===== src/rtl/serport_pkg.sv =====
package serport_pkg;
  localparam int unsigned RATE_W = 2;

  typedef enum logic [1:0] {
    REG_CTRL = 2'd0,
    REG_DATA = 2'd1,
    REG_STAT = 2'd2
  } reg_sel_e;

  typedef enum logic [1:0] {
    XF_IDLE = 2'd0,
    XF_TX   = 2'd1,
    XF_RX   = 2'd2
  } xfer_e;

  // Packed so that en lands in bit0 and rx_go in bit5.
  typedef struct packed {
    logic              rx_go;
    logic [RATE_W-1:0] rate;
    logic              cpha;
    logic              cpol;
    logic              en;
  } ctrl_t;

  // Ticks per serial clock half period.
  function automatic int unsigned half_ticks(input logic [RATE_W-1:0] rate,
                                             input int unsigned base_shift);
    return 32'd1 << (base_shift + int'(rate));
  endfunction
endpackage


===== src/rtl/serport_clkgen.sv =====
module serport_clkgen import serport_pkg::*; #(
  parameter int unsigned EDGES      = 16,
  parameter int unsigned BASE_SHIFT = 1
) (
  input  logic              clk,
  input  logic              rst_n,
  input  logic              tick,
  input  logic              run,
  input  logic              start,
  input  logic [RATE_W-1:0] rate,
  output logic              edge_stb,
  output logic              leading,
  output logic              last,
  output logic              phase
);
  localparam int unsigned CNT_W = BASE_SHIFT + (1 << RATE_W);
  localparam int unsigned EC_W  = $clog2(EDGES);

  logic [CNT_W-1:0] div_q;
  logic [CNT_W-1:0] top_cnt;
  logic [EC_W-1:0]  ecnt_q;
  logic             phase_q;

  assign top_cnt  = CNT_W'(half_ticks(rate, BASE_SHIFT) - 1);
  assign edge_stb = run && tick && (div_q == top_cnt);
  assign leading  = ~ecnt_q[0];
  assign last     = (ecnt_q == EC_W'(EDGES - 1));
  assign phase    = phase_q;

  always_ff @(posedge clk) begin
    if (!rst_n) begin
      div_q   <= '0;
      ecnt_q  <= '0;
      phase_q <= 1'b0;
    end else if (start) begin
      div_q   <= '0;
      ecnt_q  <= '0;
      phase_q <= 1'b0;
    end else if (run && tick) begin
      if (edge_stb) begin
        div_q   <= '0;
        phase_q <= ~phase_q;
        ecnt_q  <= ecnt_q + 1'b1;
      end else begin
        div_q <= div_q + 1'b1;
      end
    end
  end

  // an even number of toggles brings the clock home once the transfer stops
  p_phase_home_r2: assert property (@(posedge clk) disable iff (!rst_n)
    !run |-> !phase_q);
  // the divider never passes the selected half period
  p_div_bound_r4: assert property (@(posedge clk) disable iff (!rst_n)
    run |-> (div_q <= top_cnt));
endmodule


===== src/rtl/serport_shift.sv =====
module serport_shift #(
  parameter int unsigned DW = 8
) (
  input  logic          clk,
  input  logic          rst_n,
  input  logic          load,
  input  logic [DW-1:0] load_data,
  input  logic          edge_stb,
  input  logic          leading,
  input  logic          cpha,
  input  logic          sdi,
  output logic [DW-1:0] shreg,
  output logic          sdo
);
  logic [DW-1:0] sh_q;
  logic          samp_q;
  logic          sdo_q;
  logic          sample_edge;

  assign sample_edge = leading ^ cpha;
  assign shreg       = sh_q;
  assign sdo         = sdo_q;

  always_ff @(posedge clk) begin
    if (!rst_n) begin
      sh_q   <= '0;
      samp_q <= 1'b0;
      sdo_q  <= 1'b0;
    end else if (load) begin
      sh_q   <= load_data;
      sdo_q  <= load_data[DW-1];
      samp_q <= 1'b0;
    end else if (edge_stb) begin
      if (sample_edge) begin
        if (!cpha) samp_q <= sdi;
        else       sh_q   <= {sh_q[DW-2:0], sdi};
      end else begin
        if (!cpha) begin
          sh_q  <= {sh_q[DW-2:0], samp_q};
          sdo_q <= sh_q[DW-2];
        end else begin
          sdo_q <= sh_q[DW-1];
        end
      end
    end
  end

  // the output only moves on a launch edge or a load
  p_sdo_launch_r3: assert property (@(posedge clk) disable iff (!rst_n)
    (!load && !(edge_stb && !sample_edge)) |=> $stable(sdo_q));
endmodule


===== src/rtl/serport_master.sv =====
module serport_master import serport_pkg::*; #(
  parameter int unsigned DATA_W     = 8,
  parameter int unsigned BASE_SHIFT = 1
) (
  input  logic              clk,
  input  logic              rst_n,
  input  logic              mc_tick,
  input  logic [1:0]        bus_sel,
  input  logic              bus_wr,
  input  logic              bus_rd,
  input  logic [DATA_W-1:0] bus_wdata,
  output logic [DATA_W-1:0] bus_rdata,
  output logic              irq,
  output logic              sclk,
  output logic              sdo,
  input  logic              sdi
);
  localparam int unsigned EDGES  = 2 * DATA_W;
  localparam int unsigned CTRL_W = $bits(ctrl_t);

  ctrl_t ctrl_q, wctrl;
  xfer_e mode_q;
  logic  full_q, done_q, werr_q, rerr_q;

  logic busy, data_wr, data_rd, ctrl_wr, stat_wr, blocked;
  logic tx_start, rx_start, finish;
  logic edge_stb, leading, last, phase;
  logic [DATA_W-1:0] shreg;

  assign busy    = (mode_q != XF_IDLE);
  assign data_wr = bus_wr && (bus_sel == REG_DATA);
  assign data_rd = bus_rd && (bus_sel == REG_DATA);
  assign ctrl_wr = bus_wr && (bus_sel == REG_CTRL);
  assign stat_wr = bus_wr && (bus_sel == REG_STAT);
  assign blocked = busy && (data_wr || data_rd || ctrl_wr);
  assign wctrl   = ctrl_t'(bus_wdata[CTRL_W-1:0]);

  assign tx_start = data_wr && !busy && ctrl_q.en;
  assign rx_start = ctrl_wr && !busy && wctrl.rx_go && wctrl.en && !full_q;
  assign finish   = edge_stb && last;

  serport_clkgen #(.EDGES(EDGES), .BASE_SHIFT(BASE_SHIFT)) u_clk (
    .clk(clk), .rst_n(rst_n), .tick(mc_tick), .run(busy),
    .start(tx_start || rx_start), .rate(ctrl_q.rate),
    .edge_stb(edge_stb), .leading(leading), .last(last), .phase(phase)
  );

  serport_shift #(.DW(DATA_W)) u_shift (
    .clk(clk), .rst_n(rst_n), .load(tx_start || rx_start),
    .load_data(tx_start ? bus_wdata : '0), .edge_stb(edge_stb),
    .leading(leading), .cpha(ctrl_q.cpha), .sdi(sdi),
    .shreg(shreg), .sdo(sdo)
  );

  always_ff @(posedge clk) begin
    if (!rst_n) begin
      ctrl_q <= '0;
      mode_q <= XF_IDLE;
      full_q <= 1'b0;
      done_q <= 1'b0;
      werr_q <= 1'b0;
      rerr_q <= 1'b0;
    end else begin
      if (ctrl_wr && !busy) begin
        ctrl_q       <= wctrl;
        ctrl_q.rx_go <= rx_start;
      end else if (finish && mode_q == XF_RX) begin
        ctrl_q.rx_go <= 1'b0;
      end

      if (tx_start)      mode_q <= XF_TX;
      else if (rx_start) mode_q <= XF_RX;
      else if (finish)   mode_q <= XF_IDLE;

      if (finish && mode_q == XF_RX)        full_q <= 1'b1;
      else if (tx_start || (data_rd && !busy)) full_q <= 1'b0;

      if (finish)                        done_q <= 1'b1;
      else if (stat_wr && bus_wdata[0])  done_q <= 1'b0;

      if (blocked && mode_q == XF_TX)    werr_q <= 1'b1;
      else if (stat_wr && bus_wdata[1])  werr_q <= 1'b0;

      if (blocked && mode_q == XF_RX)    rerr_q <= 1'b1;
      else if (stat_wr && bus_wdata[2])  rerr_q <= 1'b0;
    end
  end

  always_comb begin
    case (bus_sel)
      REG_CTRL: bus_rdata = DATA_W'(ctrl_q);
      REG_DATA: bus_rdata = busy ? '0 : shreg;
      REG_STAT: bus_rdata = DATA_W'({rerr_q, werr_q, done_q});
      default:  bus_rdata = '0;
    endcase
  end

  assign irq  = done_q;
  assign sclk = phase ^ ctrl_q.cpol;

  // receive-go reads 1 exactly while a receive runs
  p_rxgo_tracks_r6: assert property (@(posedge clk) disable iff (!rst_n)
    (mode_q == XF_RX) == ctrl_q.rx_go);
  // completion raises the interrupt on the next cycle
  p_done_irq_r7: assert property (@(posedge clk) disable iff (!rst_n)
    finish |=> irq);
  // a blocked access leaves the transfer direction alone
  p_block_mode_r8: assert property (@(posedge clk) disable iff (!rst_n)
    (blocked && !finish) |=> (mode_q == $past(mode_q)));
  // a blocked control write leaves the mode fields unchanged
  p_block_ctrl_r8: assert property (@(posedge clk) disable iff (!rst_n)
    blocked |=> ($stable(ctrl_q.en) && $stable(ctrl_q.cpol) &&
                 $stable(ctrl_q.cpha) && $stable(ctrl_q.rate)));
  // a write error survives until its own clear bit is written
  p_werr_sticky_r10: assert property (@(posedge clk) disable iff (!rst_n)
    (werr_q && !(stat_wr && bus_wdata[1])) |=> werr_q);
  // a read error survives until its own clear bit is written
  p_rerr_sticky_r10: assert property (@(posedge clk) disable iff (!rst_n)
    (rerr_q && !(stat_wr && bus_wdata[2])) |=> rerr_q);
endmodule


===== config.mk =====
export PLATFORM = sky130hd
export DESIGN_NAME = serport_master
export DESIGN_NICKNAME = d
export VERILOG_FILES = /design/src/rtl/serport_pkg.sv /design/src/rtl/serport_clkgen.sv /design/src/rtl/serport_shift.sv /design/src/rtl/serport_master.sv
export SDC_FILE = /design/constraint.sdc
export NUM_CORES = 1
export LEC_CHECK = 0
export ABC_AREA = 1
export BUFFER_PORTS_ARGS = -buffer_cell sky130_fd_sc_hd__buf_2
export CORE_UTILIZATION = 40
export CTS_CLUSTER_DIAMETER = 60
export DETAILED_ROUTE_END_ITERATION = 6
export SYNTH_ARGS = -nofsm -noshare
export SYNTH_HDL_FRONTEND = slang
export SYNTH_SLANG_ARGS = --single-unit

===== constraint.sdc =====
create_clock -name clk -period 1.2 [get_ports clk]
set_input_delay 0 -clock clk [delete_from_list [all_inputs] [get_ports clk]]
set_output_delay 0 -clock clk [all_outputs]
set_load 0.02 [all_outputs]

**Word level (Yosys, flattened, before mapping)**

Cells that the tools add are included.
W data, S select, Z words.

- Add/sub/neg operators: 4
- Shift operators: 1
- Reduce and logical (&&, ||, !) cells: 43
- Equal/unequal tests: 9
- Muxes and demuxes: 26
- Bitwise operators: 6

Operators by type and width:

| operator | number |
|---|---|
| $mux W8 | 7 |
| $shl A1 B32 Y5 const A | 1 |
| $pmux W8 S3 | 1 |
| $logic_and A1 B1 Y1 | 21 |
| $reduce_bool A2 Y1 | 8 |
| $mux W1 | 15 |
| $reduce_and A3 Y1 | 2 |
| $add A5 B1 Y5 const B | 1 |
| $eq A5 B5 Y1 | 1 |
| $mux W5 | 1 |
| $sub A5 B1 Y5 const B | 1 |
| $add A4 B1 Y4 const B | 1 |
| $eq A2 B1 Y1 const B | 2 |
| $eq A2 B2 Y1 const B | 2 |
| $eq A4 B4 Y1 const B | 1 |
| $logic_or A1 B1 Y1 | 4 |
| $mux W2 | 2 |
| $not A1 Y1 | 4 |
| $reduce_and A2 Y1 | 2 |
| $reduce_or A2 Y1 | 2 |
| $add A1 B2 Y3 const A | 1 |
| $ne A3 B1 Y1 const B | 1 |
| $ne A3 B3 Y1 const B | 1 |
| $reduce_bool A3 Y1 | 1 |
| other kinds (4) | 6 |

- Word-level logic and storage cells: 106
- Output and inout bits: 11
- Register bits after elaboration: 32
- Input port bits: 16

**Logic depth before layout (Yosys ltp)**

Gate-level depths: netlist of the first run.

- Depth after elaboration: 9
- Gate-level depth with buffers: 10
- Depth with buffers taken out: 10

**Cells and area by module**

A second synthesis of the first run with hierarchy kept.

- Cells, all modules: 288
- Area total of the unflattened synthesis: 1883.1 µm²

By module, submodules not included:

| module | area an instance (µm²) | cells each | sequential area each (µm²) | instances |
|---|---|---|---|---|
| serport_master | 724.4 | 115 | 240.2 | 1 |
| serport_clkgen | 580.6 | 82 | 200.2 | 1 |
| serport_shift | 578.1 | 91 | 200.2 | 1 |

**Worst setup path after synthesis of the first run**

Ideal clock, no wire load.

- Path type: flip-flop to flip-flop
- Start point: register mode_q[0]
- End point: register u_shift.sh_q[0], in the netlist u_shift.shreg[0]
- Setup slack: -91 ps
- Required time: 1089 ps
- Library setup time: 111 ps
- Buffers on the path: 0
- Stages on the path, launching flop included: 10
- Period minus slack after synthesis: 1291 ps
- Arrival time: 1180 ps
- Path through: dfxtp_1 nor2_4 nor2_4 inv_2 nor2_8 nand3_4 nand2_1 inv_2 nor2_1 nor2_1

- Cells in the longest elaborated chain, start to end: 9
- Elaborated cells on any way between the ends: 17
- Those cells by class: 2 x eq/ne; 2 x mux; 13 x reduce/logical

RTL lines:

| element | line | RTL |
|---|---|---|
| from (decl) | serport_master.sv:22 | `xfer_e mode_q;` |
| from (signal assigned) | serport_master.sv:58 | `mode_q <= XF_IDLE;` |
| from (signal assigned) | serport_master.sv:71 | `if (tx_start) mode_q <= XF_TX;` |
| from (signal assigned) | serport_master.sv:72 | `else if (rx_start) mode_q <= XF_RX;` |
| $reduce_bool A2 Y1 * | serport_master.sv:30 | `assign busy = (mode_q != XF_IDLE);` |
| $logic_not A1 Y1 | serport_master.sv:38, serport_master.sv:39 |  |
| $logic_and A1 B1 Y1 (4 in series) | serport_master.sv:39 | `assign rx_start = ctrl_wr && !busy && wctrl.rx_go && wctrl.en && !full_q;` |
| $logic_or A1 B1 Y1 | serport_master.sv:49 | `.clk(clk), .rst_n(rst_n), .load(tx_start \|\| rx_start),` |
| $ne A3 B1 Y1 (no source line) (tied with other cells) | -- |  |
| $reduce_and A3 Y1 (no source line) | -- |  |
| to (signal assigned) | serport_shift.sv:30 | `sh_q <= load_data;` |
| to (signal assigned) | serport_shift.sv:36 | `else sh_q <= {sh_q[DW-2:0], sdi};` |
| to (signal assigned) | serport_shift.sv:39 | `sh_q <= {sh_q[DW-2:0], samp_q};` |
| to (decl) | serport_shift.sv:15 | `logic [DW-1:0] sh_q;` |

Every way passes the cells marked *; elsewhere a longest branch is shown, timed or not.
A chain may end at the register's enable or synchronous reset.

**Worst setup path after layout of the first run**

- Start point: register mode_q[0]
- End point: register u_shift.sh_q[7], in the netlist u_shift.shreg[7]

The elaborated chain is that of the path after synthesis.

==> results of run 1 <==
cells by family after synthesis:
kind of cell | after synthesis | synth area share, %
adders and majority gates | 2 | 1.38
AOI/OAI and AO/OA | 34 | 10.1
DFF | 32 | 35.4
and+or+nand+nor | 155 | 41.3
xor gates and xnor gates | 4 | 1.94
buffers and inverters | 44 | 9.95
cell type report:
class	instances	area share, %
tap	52	2.29
clock buffer	7	3.40
timing repair buffer	80	22.0
inverter	39	5.69
multi-input combinational	196	43.6
sequential	32	22.9
report_power, final:
group	leakage (nW)	internal [W]	switching [W]	total, W
sequential	0.262	0.00108	0.0000143	0.00110
combinational	0.994	0.000144	0.000201	0.000345
clock	0.0503	0.000510	0.000397	0.000908
metal layers:
metal | part of all wire [%] | wire (um) | vias up
met1 | 43 | 2340 | 933
li1 | - | - | 1029
met5 | 0 | 0 | -
met2 | 50 | 2730 | 50
met3 | 4.7 | 253 | 8
met4 | 1.9 | 104 | 0
layout by cell type (no fill, tap or decap), types with 2 or more instances in the layout:
cell type / synthesis / final
nand2_2: 1 / 5
nand3_2: 0 / 10
ha_1: 2 / 2
o221ai_2: 0 / 2
nand3_1: 30 / 20
buf_12: 0 / 2
inv_2: 5 / 4
clkbuf_8: 0 / 7
o21ai_1: 2 / 2
nor3_1: 4 / 2
buf_2: 3 / 18
inv_1: 34 / 32
o21ai_2: 0 / 5
nor3_2: 0 / 2
nand2_4: 1 / 4
buf_6: 1 / 11
a21oi_2: 0 / 3
nand4_4: 0 / 2
a21oi_1: 16 / 13
nor2_4: 7 / 12
nand2_1: 69 / 62
buf_4: 1 / 48
dfxtp_1: 32 / 26
dfxtp_2: 0 / 5
nor2_2: 1 / 6
xor2_1: 3 / 3
nor2_1: 35 / 25
o21ai_0: 11 / 6
sequential cells by signal, indices dropped and copies added, names as in the netlist, 2 cells and up:
register,flops
u_shift.shreg,8
mode_q,2
u_clk.div_q,5
ctrl_q,6
u_clk.ecnt_q,4
stage by stage:
| step | cell area, sq um | hold slack, ns | cells | utilization (%) | worst slack (ns) |
|---|---|---|---|---|---|
| floorplan | 1820 | 0.131 | 271 | - | -0.0485 |
| global placement | 2240 | 0.255 | 379 | 51.4 | -0.183 |
| detailed placement | 2240 | 0.256 | 379 | 51.4 | -0.219 |
| CTS | 2590 | 0.000944 | 396 | 59.4 | -0.200 |
| global route | 2840 | 0.0383 | 406 | 65.1 | -0.348 |
| finish | 2840 | -0.00475 | 406 | 65.1 | -0.284 |
how the worst max path moves through the flow:
stage / cells after the start / slack (ns) / endpoint
after detailed placement: 9 / -0.22 / u_shift.shreg[5]
after global routing: 8 / -0.35 / u_clk.div_q[4]
after floorplan: 9 / -0.05 / u_shift.sdo
after global placement: 9 / -0.18 / u_shift.shreg[6]
after CTS: 10 / -0.20 / u_shift.shreg[2]
final: 10 / -0.28 / u_shift.shreg[7]
repair_timing:
action / in CTS / in global routing
pin swaps: 15 / 18
gates cloned: 1 / 0
endpoints found under the hold margin: 1 / 0
endpoints found under the setup margin: 33 / 37
hold buffers: 1 / 0
buffers inserted: 9 / 10
gates resized for setup: 44 / 46
critical path, stage by stage, from the launching register on:
cell and delay (ns):
dfxtp_2 0.35, nor2_4 0.05, buf_12 0.13, nor2_4 0.14, inv_4 0.07, nor2_8 0.14
nand3_4 0.15, buf_6 0.18, nand3_2 0.05, nand2_1 0.05, nor2_1 0.11
==> flow_summary.ini, run 1 <==
[sta]
finalSetupViolCount = 35
setup_ws_ns = -0.284
hold_viol = 1
finalCritPeriodShare_pct = 124
fin_worst_skew_ns = 0.00578
hold_slack_ns = -0.00475
rsz0062_at_grt = true
tightest_slew_ns = 0.346
period_minus_slack_ns = 1.48
relSlewSlack_pct = 76.8
slew_violations = 0
timing.fmax_ghz = 0.674
finalSetupTns_ns = -6.93

[setup_path]
critPathLaunch = mode_q[0]
start_kind = flop
crit_type = reg2reg
cp_max_fo = 6
r2r_setup_slack_ns = -0.28
r2r-end = u_shift.shreg[7]
r2r_cells = 10
worstPathRequired_ns = 1.42
arrival_ns = 1.71
r2r_start = mode_q[0]
end_kind = flop

[die]
die_w_um = 69.3
dieHeight_um = 69.3
ios = 27
rows = 24
start_util_pct = 41.6
die_area_sq_um = 4800
core_area_sq_um = 4350

[logic_synthesis]
ys_ff_latch = 32
synthesis.area_per_instance_sq_um = 6.68
synth_area_sq_um = 1810
yosys.area.top_type = dfxtp_1
seq_area_frac_synth_pct = 35.4
synth.top_cell.area_share_pct = 35.4
yosysUniqueCellTypes = 29
yosys_warnings = 0
yosysMostFrequentCell = nand2_1
syn_nets = 289
synth_edf_count = 0
synthCells = 271
ys_top_cells_by_area = dfxtp_1 (35%), nand2_1 (14%), nand3_1 (8.3%)
async_flop_share_pct = 0
ys_top_cells_by_count = nand2_1 (69), nor2_1 (35), inv_1 (34)
synth_ff_type = dfxtp_1

[drt]
drt-initial-drc-count = 83
viasPerCell = 4.98
drc_errors = 0
drt_wl_total_um = 5430
detail-route-antenna-nets = 0
avgRoutedWirePerCell_um = 13.4
vias = 2020
firstDrtPassIters = 4

[cts]
cts.htree.levels = 2
clk_latency_ns = 0.29
clkSlewWorstSetupHoldPaths_ns = 0.07
cts_tree = built
clock-sinks = 32
cts_buffers = 5
clock_path_buffers = 2
cts-root-buf = clkbuf_8

[pwr]
total_power_w = 0.00235
ir_drop_mv = 0.832
powerDensity_nw_per_um2 = 828
leakagePower_nw = 1.31

[place]
gp_congestion = 0.840
dpl.hpwl_um = 3390
portBuffers = 26

[final_layout]
diodes = 0
syn_to_final_growth_pct = 56.6
drive_gt1_share_pct = 44.1
layout.nets = 372
multiInputGateArea_sq_um = 1240
seqCellArea_sq_um = 651
fillers = 373

[grt]
grt_pass1_vias = 1885
grtUsageMet3_pct = 6.40
grt_max_degree = 15
use_met2_pct = 39.1
grt_usage_pct = 22.5
grtUsageMet1_pct = 26.7
top_usage_layer = met2
grt_pass1_wl_um = 8560
gr-total-overflow = 0
antenna_found_initial = 0

[job]
drv_cap = 0

[hold_path]
min_to = ctrl_q[4]
holdPathStages = 3
worstHoldStart = bus_wdata[4]
hold_class = in2reg

[outcome]
status = complete, but fails checks
failed_checks = hold timing, setup timing
Note: power is estimated with default switching activity, not from simulation.
==> run 2: changes to the inputs <==
Settings changed: CORE_UTILIZATION 40 to 51, PLACE_DENSITY from default to 0.75.
==> flow_summary.ini, run 2 (synthesis gave the netlist of run 1 again) <==
[cts]
clkSlewWorstSetupHoldPaths_ns = 0.11
clock-sinks = 32
cts.htree.levels = 2
clk_latency_ns = 0.35
cts-root-buf = clkbuf_4
clock_path_buffers = 2
cts_tree = built
cts_buffers = 5

[die]
start_util_pct = 53.8
die_w_um = 61.6
die_area_sq_um = 3790
dieHeight_um = 61.6
rows = 21
core_area_sq_um = 3360
ios = 27

[sta]
finalSetupTns_ns = -8.70
slew_violations = 0
fin_worst_skew_ns = 0.0170
relSlewSlack_pct = 78.6
hold_viol = 0
finalCritPeriodShare_pct = 128
finalSetupViolCount = 36
timing.fmax_ghz = 0.649
rsz0062_at_grt = true
tightest_slew_ns = 0.317
hold_slack_ns = 0.0280
setup_ws_ns = -0.340
period_minus_slack_ns = 1.54

[grt]
grt_usage_pct = 29.9
gr-total-overflow = 0
antenna_found_initial = 0
grt_pass1_wl_um = 8020
grt_pass1_vias = 1851
grt_max_degree = 15

[final_layout]
drive_gt1_share_pct = 38.9
most-common-layout-cells = nand2_1 (64), buf_4 (47), inv_1 (32), nand3_1 (27)
syn_to_final_growth_pct = 54.3
largest_reg_flops = 8
layout.nets = 374
layout_commonest_cell = nand2_1
diodes = 0
fillers = 213

[place]
dpl.hpwl_um = 3460
dp_slack_ns = -0.216
portBuffers = 26
gp_congestion = 0.842

[setup_path]
end_kind = flop
arrival_ns = 1.80
r2r_cells = 8
start_kind = flop
max_stage_delay_ns = 0.35
crit_family = simple AND/OR/NAND/NOR gates
crit_type = reg2reg
worstPathRequired_ns = 1.46
cp_slowest_cell = dfxtp_2
path_depth = 8
critical_path.cell_chain = nor2_4 > buf_4 > nand4_4 > buf_4 > nand3_1 > nand2_1 > nor2_4 > nor2_1
critPathBufInv = 2
cp_max_fo = 7

[drt]
drt_wl_total_um = 6210
detail-route-antenna-nets = 0
vias = 2192
viasPerCell = 5.44
avgRoutedWirePerCell_um = 15.4
drc_errors = 0
firstDrtPassIters = 4
drt-initial-drc-count = 186

[pwr]
powerDensity_nw_per_um2 = 758
ir_drop_mv = 0.584
total_power_w = 0.00212
leakagePower_nw = 1.27

[hold_path]
holdPathStages = 4
hold_class = in2reg

[outcome]
failed_checks = setup timing
status = complete, but fails checks

[job]
drv_cap = 0
## run 2: cell types whose count changed in the layout (fill, tap and decap cells not counted), moves of 3 or more
cell / change
buf_6: -4
clkbuf_4: +5
clkbuf_8: -6
dlygate4sd3_1: +7
nand2_2: -3
nand3_1: +7
nand3_2: -7
## run 2: area by class of cell
type	instances	area [sq um]	share of cell area, %
flip-flops and latches	32	651	23.3
repair buffers	82	642	23.0
inverters	39	166	5.96
clock buffers	8	58.8	2.10
well taps	46	57.6	2.06
multi-input cells	196	1220	43.6
## run 2: tightest hold or removal path, delay by kind of cell
kind                   cells  cell delay (ns)
buffers and inverters      1             0.09
AO/OA/AOI/OAI              3             0.23
## run 2: repair_timing
action	4_1_cts	5_1_grt
gates resized for setup	43	36
hold buffers	8	0
setup endpoints to repair	33	37
gates cloned	1	0
pin swaps	9	17
hold endpoints to repair	12	0
buffers inserted	5	9
## run 2: through the flow
step | util, % | cells | cell area, sq um
final | 83.1 | 403 | 2790
after global routing | 83.1 | 403 | 2790
after CTS | 76.6 | 395 | 2570
after detailed placement | 66.4 | 373 | 2230
after global placement | 66.4 | 373 | 2230
after floorplan | - | 271 | 1820
## run 2: final timing paths
kind / end / slack, ns / startpoint
max: u_shift.shreg[2] / -0.34 / mode_q[1]
max reg2reg: u_shift.shreg[2] / -0.34 / mode_q[1]
min: full_q / 0.03 / bus_rd
min reg2reg: rerr_q / 0.48 / rerr_q
## run 2: power breakdown
| group | switching [W] | leakage [nW] | internal [W] |
|---|---|---|---|
| clock | 0.000373 | 0.0326 | 0.000289 |
| sequential | 0.0000152 | 0.262 | 0.00108 |
| combinational | 0.000210 | 0.971 | 0.000151 |
## run 2: metal layers
metal | GRT usage, % | wire [um] | vias to the layer above
met2 | 50.5 | 3150 | 117
met5 | 0 | 0 | -
li1 | - | - | 1039
met1 | 34.6 | 2340 | 1003
met4 | 15.9 | 292 | 0
met3 | 7.77 | 432 | 33
==> run 3: changes to the inputs <==
Settings changed: CORE_UTILIZATION 51 to 60, PLACE_DENSITY 0.75 to 0.83.
Clock period 1.2 ns to 1.78 ns, I/O delays scaled along.
==> flow_summary.ini, run 3 (synthesis gave the netlist of run 1 again) <==
[place]
dpl.hpwl_um = 3190
gp_congestion = 0.877
portBuffers = 26
dp_slack_ns = 0.200
placed_area_sq_um = 1990

[setup_path]
start_kind = flop
arrival_ns = 1.68
cp_max_fo = 9
r2r_start = mode_q[0]
end_kind = primary output
crit_type = reg2out
critPathLaunch = mode_q[0]
worstPathRequired_ns = 1.78

[drt]
detail-route-antenna-nets = 0
vias = 1877
firstDrtPassIters = 6
avgRoutedWirePerCell_um = 12.9
drt-initial-drc-count = 110
viasPerCell = 5.42
drc_errors = 4
drt_wl_total_um = 4480

[final_layout]
layout_commonest_cell = nand2_1
design_area_sq_um = 2180
layout.nets = 332
syn_to_final_growth_pct = 20.5
most-common-layout-cells = nand2_1 (69), nor2_1 (35), inv_1 (34), dfxtp_1 (32), nand3_1 (29)
diodes = 0
drive_gt1_share_pct = 19.0
final_util_pct = 77.7
fillers = 230
largest_reg_flops = 8

[grt]
grt_usage_pct = 30.9
grt_pass1_wl_um = 7670
antenna_found_initial = 0
gr-total-overflow = 0
grt_pass1_vias = 1737
grt_max_degree = 15

[job]
drv_cap = 0

[hold_path]
hold_class = in2reg
worstHoldStart = bus_rd

[sta]
tightest_slew_ns = 0.346
relSlewSlack_pct = 76.7
finalSetupTns_ns = 0
rsz0062_at_grt = false
timing.fmax_ghz = 0.594
hold_viol = 0
finalSetupViolCount = 0
slew_violations = 0
hold_slack_ns = 0.0274
period_minus_slack_ns = 1.68
setup_ws_ns = 0.0954
fin_worst_skew_ns = 0.0115
finalCritPeriodShare_pct = 94.6

[pwr]
ir_drop_mv = 0.863
leakagePower_nw = 1.05
powerDensity_nw_per_um2 = 706

[cts]
clk_latency_ns = 0.34
cts.htree.levels = 2
cts_setup_buffers = 0
clkSlewWorstSetupHoldPaths_ns = 0.09
clock-sinks = 32
clock_path_buffers = 2
cts_tree = built
cts_buffers = 5
cts-root-buf = clkbuf_4

[outcome]
status = complete, but fails checks
failed_checks = DRC

[die]
core_area_sq_um = 2810
dieHeight_um = 56.9
die_area_sq_um = 3240
rows = 19
ios = 27
die_w_um = 56.9
start_util_pct = 64.5
## run 3: cell count changes in the layout (fill, tap and decap cells not counted), sizes merged
| cell | before | now |
|---|---|---|
| nand3 | 32 | 31 |
| dlygate4sd3 | 8 | 9 |
| bufinv | 0 | 1 |
| buf | 74 | 32 |
| clkbuf | 8 | 7 |
| clkinv | 1 | 0 |
| inv | 38 | 39 |
## run 3: layout make-up
| cell class | instances | area, sq um | area share (%) |
|---|---|---|---|
| flip-flops and latches | 32 | 641 | 29.4 |
| clock buffers | 7 | 65.1 | 2.98 |
| well taps | 31 | 38.8 | 1.78 |
| repair buffers | 41 | 265 | 12.2 |
| clock inverters | 1 | 30.0 | 1.38 |
| multi-input cells | 195 | 995 | 45.6 |
| inverters | 39 | 146 | 6.71 |
## run 3: critical path, stage by stage (launching register included)
cell	delay, ns
dfxtp_1	0.37
nor2_4	0.22
nand2_1	0.27
o221ai_1	0.28
buf_2	0.21
## run 3: path summary, 6_finish.rpt
path,end,slack [ns],cells after the start
setup / recovery,bus_rdata[2],0.1,4
hold / removal,full_q,0.03,4
setup reg to reg,u_shift.sdo,0.31,9
hold reg to reg,werr_q,0.47,2
## run 3: what timing repair did
action                     CTS  global route
hold buffers                 9             0
hold endpoints to repair    13             0
setup endpoints to repair    0             4
resized for setup            0             1
## run 3: stage by stage
step / instances / total power (W)
floorplan: 271 / 0.000848
global placement: 329 / 0.000902
detailed placement: 329 / 0.000904
CTS: 346 / 0.00154
global route: 346 / 0.00160
finish: 346 / 0.00154
## run 3: report_power, final
group,switching [W],leakage [nW],internal [W]
clock network,0.000260,0.0515,0.000373
logic,0.000103,0.740,0.0000646
registers,0.0000111,0.259,0.000729
## run 3: per-layer routing
metal | vias up | wire length [um] | track usage, %
met5 | - | 0 | 0
met4 | 0 | 80 | 12.2
met3 | 10 | 309 | 7.03
met2 | 76 | 1990 | 46.9
met1 | 840 | 2100 | 42.7
li1 | 951 | - | -
